### src/rtl/keypad_pkg.sv
package keypad_pkg;

  // Matrix geometry and bus widths
  localparam int KP_ROWS   = 8;
  localparam int KP_COLS   = 8;
  localparam int KP_IDX_W  = 4;
  localparam int KP_DATA_W = 32;
  localparam int KP_ADDR_W = 7;

  localparam int KP_PAIRS  = KP_COLS / 2;
  localparam int KP_PAIR_W = $clog2(KP_PAIRS);
  localparam int KP_BIT_W  = KP_IDX_W + 1;
  localparam int KP_SEL_W  = KP_ADDR_W - 3;

  // Register indices (address = index * 8)
  localparam int RI_CTRL     = 0;
  localparam int RI_DIRECT   = 1;
  localparam int RI_ROTARY   = 2;
  localparam int RI_MATRIX   = 3;
  localparam int RI_AUTO     = 4;
  localparam int RI_SCAN0    = 5;
  localparam int RI_DEBOUNCE = RI_SCAN0 + KP_PAIRS;
  localparam int KP_NREGS    = RI_DEBOUNCE + 1;

  // Control bit positions
  localparam int CB_ONESHOT = 30;
  localparam int CB_ACTIVE  = 29;
  localparam int CB_MSTAT   = 22;
  localparam int CB_MEN     = 12;
  localparam int CB_MIE     = 11;
  localparam int CB_DSTAT   = 5;

  // Read-to-clear masks
  localparam logic [KP_DATA_W-1:0] ROT_CLR_MASK = 32'hC000_C000;
  localparam logic [KP_DATA_W-1:0] MAT_CLR_MASK = 32'h8000_0000;

  // Strobes from control to datapath
  typedef struct packed {
    logic                 wrEn;
    logic                 rdEn;
    logic                 hit;
    logic [KP_SEL_W-1:0]  regIdx;
    logic                 evTake;
    logic                 evRelease;
    logic [KP_PAIR_W-1:0] evPair;
    logic [KP_BIT_W-1:0]  evBit;
  } kp_strobe_t;

endpackage

### src/rtl/keypad_ctrl.sv
module keypad_ctrl
  import keypad_pkg::*;
(
  input  logic [KP_ADDR_W-1:0] busAddr,
  input  logic                 busWe,
  input  logic                 busRe,
  input  logic                 keyValid,
  input  logic                 keyRelease,
  input  logic [KP_IDX_W-1:0]  keyRow,
  input  logic [KP_IDX_W-1:0]  keyCol,
  input  logic                 ctrlMen,
  input  logic                 ctrlOneShot,
  input  logic                 ctrlActive,
  output kp_strobe_t           stb
);

  logic aligned;
  logic inMap;
  logic keyInRange;

  assign aligned    = (busAddr[2:0] == 3'b000);
  assign inMap      = (int'(busAddr[KP_ADDR_W-1:3]) < KP_NREGS);
  assign keyInRange = (int'(keyRow) < KP_ROWS) && (int'(keyCol) < KP_COLS);

  always_comb begin
    stb.wrEn      = busWe;
    stb.rdEn      = busRe;
    stb.hit       = aligned && inMap;
    stb.regIdx    = busAddr[KP_ADDR_W-1:3];
    stb.evTake    = keyValid && keyInRange && ctrlMen && (ctrlOneShot || ctrlActive);
    stb.evRelease = keyRelease;
    stb.evPair    = keyCol[KP_PAIR_W:1];
    stb.evBit     = {keyCol[0], keyRow};
  end

endmodule

### src/rtl/keypad_dpath.sv
module keypad_dpath
  import keypad_pkg::*;
(
  input  logic                 clk,
  input  logic                 rstN,
  input  kp_strobe_t           stb,
  input  logic [KP_DATA_W-1:0] busWdata,
  output logic [KP_DATA_W-1:0] busRdata,
  output logic                 irq,
  output logic [KP_DATA_W-1:0] ctrlView
);

  logic [KP_NREGS-1:0][KP_DATA_W-1:0] regQ;
  logic [KP_NREGS-1:0][KP_DATA_W-1:0] regNext;
  logic ctrlSel;

  assign ctrlSel  = stb.hit && (int'(stb.regIdx) == RI_CTRL);
  assign ctrlView = regQ[RI_CTRL];

  // Next state: read clears, then events, then bus writes (highest)
  always_comb begin
    regNext = regQ;
    for (int i = 0; i < KP_NREGS; i++) begin
      if (i == RI_CTRL) begin
        if (stb.rdEn && ctrlSel) begin
          regNext[i][CB_MSTAT] = 1'b0;
          regNext[i][CB_DSTAT] = 1'b0;
        end
        if (stb.evTake && regQ[i][CB_ONESHOT]) regNext[i][CB_ONESHOT] = 1'b0;
        if (stb.evTake && regQ[i][CB_MIE])     regNext[i][CB_MSTAT]   = 1'b1;
      end else if (i == RI_ROTARY) begin
        if (stb.rdEn && stb.hit && int'(stb.regIdx) == i)
          regNext[i] = regQ[i] & ~ROT_CLR_MASK;
      end else if (i == RI_MATRIX) begin
        if (stb.rdEn && stb.hit && int'(stb.regIdx) == i)
          regNext[i] = regQ[i] & ~MAT_CLR_MASK;
      end else if (i >= RI_SCAN0 && i < RI_SCAN0 + KP_PAIRS) begin
        if (stb.evTake && int'(stb.evPair) == i - RI_SCAN0) begin
          if (stb.evRelease) regNext[i] = '0;
          else               regNext[i][stb.evBit] = 1'b1;
        end
      end
      if (stb.wrEn && stb.hit && int'(stb.regIdx) == i)
        regNext[i] = busWdata;
    end
  end

  always_ff @(posedge clk) begin
    if (!rstN) regQ <= '0;
    else       regQ <= regNext;
  end

  // Registered read data
  always_ff @(posedge clk) begin
    if (!rstN)         busRdata <= '0;
    else if (stb.rdEn) busRdata <= stb.hit ? regQ[stb.regIdx] : '0;
  end

  // Interrupt level: setting by an event wins over clearing by a read
  always_ff @(posedge clk) begin
    if (!rstN)                                 irq <= 1'b0;
    else if (stb.evTake && regQ[RI_CTRL][CB_MIE]) irq <= 1'b1;
    else if (stb.rdEn && ctrlSel)              irq <= 1'b0;
  end

endmodule

### src/rtl/keypad_regfile.sv
module keypad_regfile
  import keypad_pkg::*;
(
  input  logic                 clk,
  input  logic                 rstN,
  input  logic [KP_ADDR_W-1:0] busAddr,
  input  logic                 busWe,
  input  logic [KP_DATA_W-1:0] busWdata,
  input  logic                 busRe,
  output logic [KP_DATA_W-1:0] busRdata,
  input  logic                 keyValid,
  input  logic                 keyRelease,
  input  logic [KP_IDX_W-1:0]  keyRow,
  input  logic [KP_IDX_W-1:0]  keyCol,
  output logic                 irq
);

  kp_strobe_t stb;
  logic [KP_DATA_W-1:0] ctrlView;

  keypad_ctrl u_ctrl (
    .busAddr    (busAddr),
    .busWe      (busWe),
    .busRe      (busRe),
    .keyValid   (keyValid),
    .keyRelease (keyRelease),
    .keyRow     (keyRow),
    .keyCol     (keyCol),
    .ctrlMen    (ctrlView[CB_MEN]),
    .ctrlOneShot(ctrlView[CB_ONESHOT]),
    .ctrlActive (ctrlView[CB_ACTIVE]),
    .stb        (stb)
  );

  keypad_dpath u_dpath (
    .clk      (clk),
    .rstN     (rstN),
    .stb      (stb),
    .busWdata (busWdata),
    .busRdata (busRdata),
    .irq      (irq),
    .ctrlView (ctrlView)
  );

endmodule

### config.mk
export PLATFORM = sky130hd
export DESIGN_NAME = keypad_regfile
export DESIGN_NICKNAME = d
export VERILOG_FILES = /design/src/rtl/keypad_pkg.sv /design/src/rtl/keypad_ctrl.sv /design/src/rtl/keypad_dpath.sv /design/src/rtl/keypad_regfile.sv
export SDC_FILE = /design/constraint.sdc
export NUM_CORES = 1
export LEC_CHECK = 0
export CORE_ASPECT_RATIO = 1.75
export CORE_UTILIZATION = 53
export DETAILED_ROUTE_END_ITERATION = 10
export GPL_ROUTABILITY_DRIVEN = 1
export PLACE_DENSITY = 0.8
export SLEW_MARGIN = 25
export SYNTH_ARGS = -nofsm -noshare
export SYNTH_HDL_FRONTEND = slang
export SYNTH_SLANG_ARGS = --single-unit
### constraint.sdc
create_clock -name clk -period 2.98 [get_ports clk]
set_clock_uncertainty 0.1 [all_clocks]
set_input_delay 0.596 -clock clk [delete_from_list [all_inputs] [get_ports clk]]
set_output_delay 0.596 -clock clk [all_outputs]
set_load 0.03 [all_outputs]
Word level (Yosys, flattened, before mapping)
Index checks and enable logic that the tools add are counted.

operators by class
  $add $sub $neg = 0
  multipliers = 0
  divide/modulo/power cells = 0
  magnitude comparators = 6
  equality and inequality tests = 12
  shift-type cells = 0
  mux-type cells = 25
  bitwise operators = 4
  reduce and logical (&&, ||, !) cells = 42

operator list
  operator                                              count
  2-to-1 mux 32 bit                                     18
  binary-select mux 32 bit (select 4 bit)               1
  OR 32 bit                                             4
  2-to-1 mux 31 bit                                     1
  logical AND 1 bit                                     28
  equality test 4 bit (second input constant)           6
  nonzero test 2 bit                                    9
  < comparator 4 bit (second input constant)            3
  equality test 4 x 3 -> 1 bit (second input constant)  2
  < comparator 5 x 6 -> 1 bit (second input constant)   1
  demux 1 bit (select 5 bit)                            1
  >= comparator 5 x 1 -> 1 bit (second input constant)  1
  < comparator 4 x 5 -> 1 bit (second input constant)   1
  equality test 2 bit (second input constant)           2
  equality test 4 x 2 -> 1 bit (second input constant)  1
  zero test 4 bit                                       1
  2-to-1 mux 1 bit                                      4
  zero test 3 bit                                       1
  nonzero test 3 bit                                    1
  equality test 2 x 1 -> 1 bit (second input constant)  1
  zero test 2 bit                                       1
  logical OR 1 bit                                      1

storage, ports and cells
  bits in registers = 353
  latch bits = 0
  memory bits (writable) = 0
  ROM bits = 0
  bits of input ports = 53
  output and inout bits = 33
  logic and storage cells = 106
  memories = 0

Longest topological paths before layout
Gate-level depths: netlist of the first run.

  depth in word-level cells = 8
  mapped depth = 7
  mapped depth without buffers = 4

Cells and area by module
Synthesis of the first run repeated with hierarchy kept, for this count alone.

unflattened totals
  cells, all modules = 1866
  area, all modules = 16266.9 um2

modules (own cells, without submodules)
  module        times used  cells an instance  area each (um2)
  keypad_dpath  1           1847               16113.0
  keypad_ctrl   1           19                 153.9

Worst setup path before layout of the first run
OpenSTA, ideal clock, no wires.

  kind = input-to-reg
  from = input port busAddr[4]
  to = register u_dpath.busRdata[16]
  library setup time = 0.122 ns
  arrival = 2.458 ns
  required time = 2.758 ns
  slack = 0.300 ns
  stages = 6
  cells stage by stage = buf_2 > buf_2 > buf_1 > mux4_2 > o2bb2ai_1 > a221o_1

between the ends
  longest elaborated chain between the ends = 3

ends and longest elaborated chain
  element                                                                        RTL line                               text
  from (decl)                                                                    keypad_regfile.sv:6                    input logic [KP_ADDR_W-1:0] busAddr,
  binary-select mux 32 bit (select 4 bit) or < comparator 4 bit (tied branches)  keypad_dpath.sv:56, keypad_ctrl.sv:22
  2-to-1 mux 32 bit (not written as such) or logical AND 1 bit (tied branches)   keypad_dpath.sv:56, keypad_ctrl.sv:28
  2-to-1 mux 32 bit (*)                                                          keypad_dpath.sv:56                     else if (stb.rdEn) busRdata <= stb.hit ? regQ[stb.regIdx] : '0;
  to (signal assigned)                                                           keypad_dpath.sv:56
  to (decl)                                                                      keypad_dpath.sv:8                      output logic [KP_DATA_W-1:0] busRdata,

Mark *: on every way between the ends. The rest lies on a longest branch, timed or not. The select of a mux whose other input is x is not followed.
A chain may end at the register's enable or synchronous reset.

Worst setup path after layout of the first run
  from = register u_dpath.busRdata[18]
  to = output port busRdata[18]

RTL lines
  element    RTL line              text
  to (decl)  keypad_regfile.sv:10  output logic [KP_DATA_W-1:0] busRdata,

No word-level cell between the ends.

==> out/metrics.yaml, run 1 <==
seqPwrFrac_pct: 48.7
dp_hpwl_um: 32600
row_count: 82
setup_viol: 0
crit_type: "reg2out"
cts-root-buf: "clkbuf_16"
avgViaCountPerCell: 6.44
p_sw_w: 0.00214
grt_max_degree: 232
synthesis.instances: 1666
die_x_um: 131
p_comb_share_pct: 5.2
critPathMaxStageDelay_ns: 0.72
wl_met2_um: 23800
grt_pass1_wl_um: 75300
max_freq_mhz: 411
antenna_left: 0
drive_above_1_share_pct: 12.8
drc: 0
rsz0062_at_grt: "false"
async_flop_share_pct: 0
ys.flop_type: "dfxtp_1"
htree_levels: 1
peakVddDrop_mv: 0.434
clock_insertion_delay_worst_skew_ns: 0.57
cts_buffer_depth: 3
top_layer_used: "met5"
path_cells: "clkdlybuf4s50_1"
core-area_um2: 28600
cp-start-kind: "flop"
fp.dieH_um: 227
end_kind: "output pin"
switching_share_pct: 22.0
area_growth_pct: 17.4
pre_cts_ws_ns: -0.00262
grt.total_usage_pct: 33.9
firstDrtPassIters: 6
vias: 13600
cts_resized: 0
io_pins: 86
clock-sinks: 353
port-buffer-count: 85
relSlewSlack_pct: 37.4
synthesis.area_um2: 15400
period_share_pct: 81.7
seqCellArea_um2: 7070
dieArea_um2: 29700
min_path_type: "in2reg"
met1Wirelength_um: 17800
worst_pin_slew_ns: 0.935
ys_seq_area_share_pct: 45.9
power.share.clock_pct: 46.1
routed_wl_um: 49500
power_w: 0.00971
antenna_found_initial: 2
power_density_nw_per_um2: 537
layout_setup_ws_ns: 0.547
critical_path.top_delay_family: "buffers and inverters"
critPathArrivalTime_ns: 1.74
start_util_pct: 53.7
ys_types: 48
grt_pass1_vias: 13500
synth_edf_count: 0
n_fill_cell: 2240
critical_path_required_ns: 2.28
grt_overflow: 0
path_buf_inv: 1
cpMaxStageDelayCell: "clkdlybuf4s50_1"
ctsHoldBuffers: 0
syn_area_per_cell_um2: 9.23
p_int_w: 0.00757
maxCapViolCount: 0
period_needed_ns: 2.43
routabilityCongestion: 0.978
synth_warnings: 0
syn_nets: 1719
outcome: "completed"
power_leakage_nw: 5.93
hold_viol: 0
detail_route.iter0.violations: 1591
cts_setup_buffers: 0
nets: 1762
synth-seq-cells: 353
cts-buffers-inserted: 31
multiInputGateArea_um2: 7730
crit_fanout: 2
routed-wl-met3_um: 4270
slew_viol_final: 0
cts_tree: "yes"
wl_per_cell_um: 23.5
hold_slack_ns: 0.331
clkTransAtPathRegs_ns: 0.07
final cells by class:
class | instances | area share, %
Clock inverter | 15 | 1.31
Clock buffer | 42 | 5.02
Tap cell | 378 | 2.62
Inverter | 2 | 0.0416
Sequential cell | 353 | 39.1
Antenna cell | 1 | 0.0139
Multi-Input combinational cell | 1152 | 42.8
Timing Repair Buffer | 169 | 9.05
per-layer routing:
metal  track usage, %  up-vias
li1                 -     6014
met1             40.2     6534
met2             55.6      819
met3             5.19      225
met4             24.2        2
met5                0        -
layout by cell type (no fill, tap or decap), types with 3 or more instances in the layout:
master	n
mux4_2	64
nand4_1	5
nand3_1	55
dfxtp_1	353
buf_12	13
or3_1	4
clkbuf_8	9
a221o_1	42
a32o_1	4
clkdlybuf4s50_1	81
nor2_1	29
nand2b_1	4
mux2i_1	32
o21ai_0	16
o2bb2ai_1	48
clkinv_2	5
a21oi_1	55
nor2b_1	3
nand2_1	443
bufinv_16	6
and3_1	3
a21boi_1	3
nor3_1	4
a21boi_0	231
buf_4	73
o22ai_1	54
and2_1	17
clkinvlp_4	3
nor3_2	6
clkbuf_16	31
synthesized netlist by cell type (2+ instances only):
master	instances	area (um^2)
or3_1	4	25.0
nand4_1	5	31.3
a32o_1	4	40.0
a21oi_1	55	275
dfxtp_1	353	7070
buf_2	10	50.1
a21boi_0	231	1730
nor3b_1	2	15.0
nand3b_1	2	15.0
mux2i_1	32	320
nand2_1	443	1660
and2_1	16	100
or3b_2	2	17.5
nand3_1	55	275
o21ai_0	16	80.1
nor4b_1	2	17.5
inv_1	2	7.51
nor3_1	9	45.0
mux4_2	64	1440
o22ai_1	54	338
and3_1	3	18.8
nor4_2	2	25.0
o2bb2ai_1	48	420
nand2b_1	4	25.0
and4_1	2	17.5
buf_1	7	26.3
or4_1	2	15.0
nor2b_1	4	25.0
nor2_1	29	109
clkbuf_1	141	529
and4b_1	2	20.0
a221o_1	42	420
nor4bb_1	2	20.0
a21boi_1	3	22.5
power groups by stage:
stage	clock network [W]	logic [W]	registers [W]
after floorplan	0	0.000278	0.00484
after global placement	0	0.000483	0.00484
after detailed placement	0	0.000488	0.00484
after CTS	0.00448	0.000491	0.00473
after global routing	0.00470	0.000523	0.00473
final	0.00448	0.000500	0.00473
worst paths after layout:
path	startpoint	end	slack, ns	cells after the start
setup / recovery	u_dpath.busRdata[18]	busRdata[18]	0.55	1
hold / removal	rstN	u_dpath.regQ[54]	0.33	2
setup reg to reg	u_dpath.ctrlView[12]	u_dpath.regQ[194]	0.87	5
hold reg to reg	u_dpath.regQ[189]	u_dpath.regQ[189]	0.36	2
stage by stage:
stage	std cells	cell area [um^2]	utilization [%]	TNS (ns)
2_1_floorplan	1666	15400	-	0
5_1_grt	2111	18100	63.1	0
4_1_cts	2111	18100	63.1	0
3_5_place_dp	2054	16900	59.1	-0.00262
3_3_place_gp	2054	16900	59.1	0
6_report	2112	18100	63.1	0
logic make-up after synthesis:
| kind of cell | synth area share, % |
|---|---|
| compound gates | 21.9 |
| simple gates | 16.6 |
| mux | 11.5 |
| buf+inv | 4.06 |
| flops | 45.9 |
flip-flops by register name, summed over array words and instances, names as in the netlist:
signal / flops
u_dpath.ctrlView: 32
u_dpath.busRdata: 32
u_dpath.regQ: 288
u_dpath.irq: 1
Note: power is estimated with default switching activity, not from simulation.
==> run 2, diff against run 1 <==
==> constraint.sdc (replaced) <==
create_clock -name clk -period 2.5 [get_ports clk]
set_clock_uncertainty 0.1 [all_clocks]
set_input_delay 0.5 -clock clk [delete_from_list [all_inputs] [get_ports clk]]
set_output_delay 0.5 -clock clk [all_outputs]
set_load 0.03 [all_outputs]
==> out/metrics.yaml, run 2 (synthesis results as in run 1) <==
outcome: "completed"
routabilityCongestion: 0.922  # -5.8%
vias: 13700  # +0.90%
clkTransAtPathRegs_ns: 0.07  # about the same
fin_util_pct: 64.0  # +0.90 points
period_needed_ns: 2.36
power.share.clock_pct: 44.3  # -1.8 points
clock-sinks: 353  # unchanged
peakVddDrop_mv: 0.529  # +22%
crit_type: "in2reg"
die_x_um: 131  # unchanged
routed_wl_um: 51100  # +3.1%
avgViaCountPerCell: 6.43  # about the same
min_path_type: "in2reg"
worst_pin_slew_ns: 0.532  # -0.403 ns
power_leakage_nw: 6.08  # +2.5%
setup_viol: 0  # unchanged
final_cell_mix: "443 x nand2_1, 353 x dfxtp_1, 231 x a21boi_0"
wl_per_cell_um: 24.0  # +2.2%
nets: 1783  # +1.2%
cts-buffers-inserted: 30  # -3.2%
drive_above_1_share_pct: 13.9  # +1.0 points
end_kind: "flop"
max_freq_mhz: 424
drc: 0  # unchanged
row_count: 82  # unchanged
io_pins: 86  # unchanged
antenna_left: 0  # unchanged
cts_buffer_depth: 3  # unchanged
rsz0062_at_grt: "false"
regMostFlops: "u_dpath.regQ"
p_int_w: 0.00875  # +16%
critPathArrivalTime_ns: 2.76  # +1.02 ns
dieArea_um2: 29700  # unchanged
grt_max_degree: 135  # -42%
port-buffer-count: 85  # unchanged
largest_register_ffs: 288  # unchanged
firstDrtPassIters: 5  # -1
slew_viol_final: 0  # unchanged
ctsHoldBuffers: 0  # unchanged
cts-root-buf: "clkbuf_16"
fp.dieH_um: 227  # unchanged
layout_commonest_cell: "nand2_1"
p_comb_share_pct: 5.6  # +0.4 points
maxCapViolCount: 0  # unchanged
antenna_found_initial: 0  # -2
crit_fanout: 22  # +20
grt.total_usage_pct: 34.5  # +0.61 points
critical_path_required_ns: 2.91  # +0.63 ns
detail_route.iter0.violations: 1566  # -1.6%
switching_share_pct: 22.3  # +0.29 points
htree_levels: 1  # unchanged
n_fill_cell: 2240  # unchanged
postLayoutCellArea_um2: 18300  # +1.4%
power_density_nw_per_um2: 615  # +14%
p_sw_w: 0.00251  # +18%
relSlewSlack_pct: 64.5  # +27 points
grt_overflow: 0  # unchanged
hold_viol: 0  # unchanged
cts_tree: "yes"
period_share_pct: 94.2
grt_pass1_wl_um: 76000  # +0.87%
grt_pass1_vias: 13600  # +0.90%
post-place-cells: 2076  # +1.1%
placed_area_um2: 17300  # +2.0%
seqPwrFrac_pct: 50.0  # +1.3 points
core-area_um2: 28600  # unchanged
clock_insertion_delay_worst_skew_ns: 0.57  # about the same
stdcell_count: 2132  # +0.95%
cts_resized: 0  # unchanged
dp_hpwl_um: 32600  # +0.12%
power_w: 0.0113  # +16%
antenna_cells: 0  # -1
cts_setup_buffers: 0  # unchanged
area_growth_pct: 19.1
cp-start-kind: "input port"
start_util_pct: 53.7  # unchanged
run 2: cell types whose count changed in the layout (fill, tap and decap cells not counted):
cell	previous run	this run
clkbuf_8	9	10
diode_2	1	0
buf_4	73	81
clkinv_2	5	9
inv_6	1	0
buf_12	13	27
bufinv_16	6	3
clkinvlp_4	3	1
run 2: stage by stage:
stage	hold slack [ns]	worst slack [ns]	setup TNS, ns
after floorplan	0.337	0.0238	0
after CTS	0.151	0.176	0
after global routing	0.154	0.105	0
after global placement	0.344	-0.364	-45.62
final	0.164	0.144	0
after detailed placement	0.356	-0.399	-47.42
run 2: cell type report:
class,instances,area [um^2],share of cell area [%]
timing repair buffer,191,1980,10.8
multi-input combinational,1152,7730,42.2
tap,378,473,2.58
clock buffer,43,921,5.03
sequential,353,7070,38.6
inverter,2,7.51,0.0410
clock inverter,13,143,0.779
run 2: power groups by stage:
stage | logic [W] | clock network, W | registers (W)
6_report | 0.000632 | 0.00500 | 0.00564
2_1_floorplan | 0.000332 | 0 | 0.00576
5_1_grt | 0.000655 | 0.00522 | 0.00564
4_1_cts | 0.000619 | 0.00501 | 0.00564
3_5_place_dp | 0.000617 | 0 | 0.00577
3_3_place_gp | 0.000614 | 0 | 0.00577
run 2: worst paths after layout:
| check | start | endpoint | slack [ns] | cells past startpoint |
|---|---|---|---|---|
| max reg2reg | u_dpath.ctrlView[12] | u_dpath.regQ[194] | 0.53 | 4 |
| min | rstN | u_dpath.regQ[100] | 0.16 | 2 |
| max | busAddr[6] | u_dpath.busRdata[0] | 0.14 | 6 |
| min reg2reg | u_dpath.regQ[153] | u_dpath.regQ[153] | 0.36 | 2 |
run 2: worst max-delay path, cell delays in order:
cell and delay [ns]:
clkdlybuf4s50_1 0.44, or4_4 0.56, buf_4 0.27, nor3_2 0.43, buf_4 0.35, a221o_1 0.19
run 2: layer usage:
metal | vias to the layer above | track usage [%] | part of all wire [%]
met5 | - | 0 | 0
met4 | 0 | 26.9 | 7.8
met3 | 251 | 5.80 | 8.5
met2 | 855 | 57.0 | 48
met1 | 6577 | 39.3 | 36
li1 | 6033 | - | -
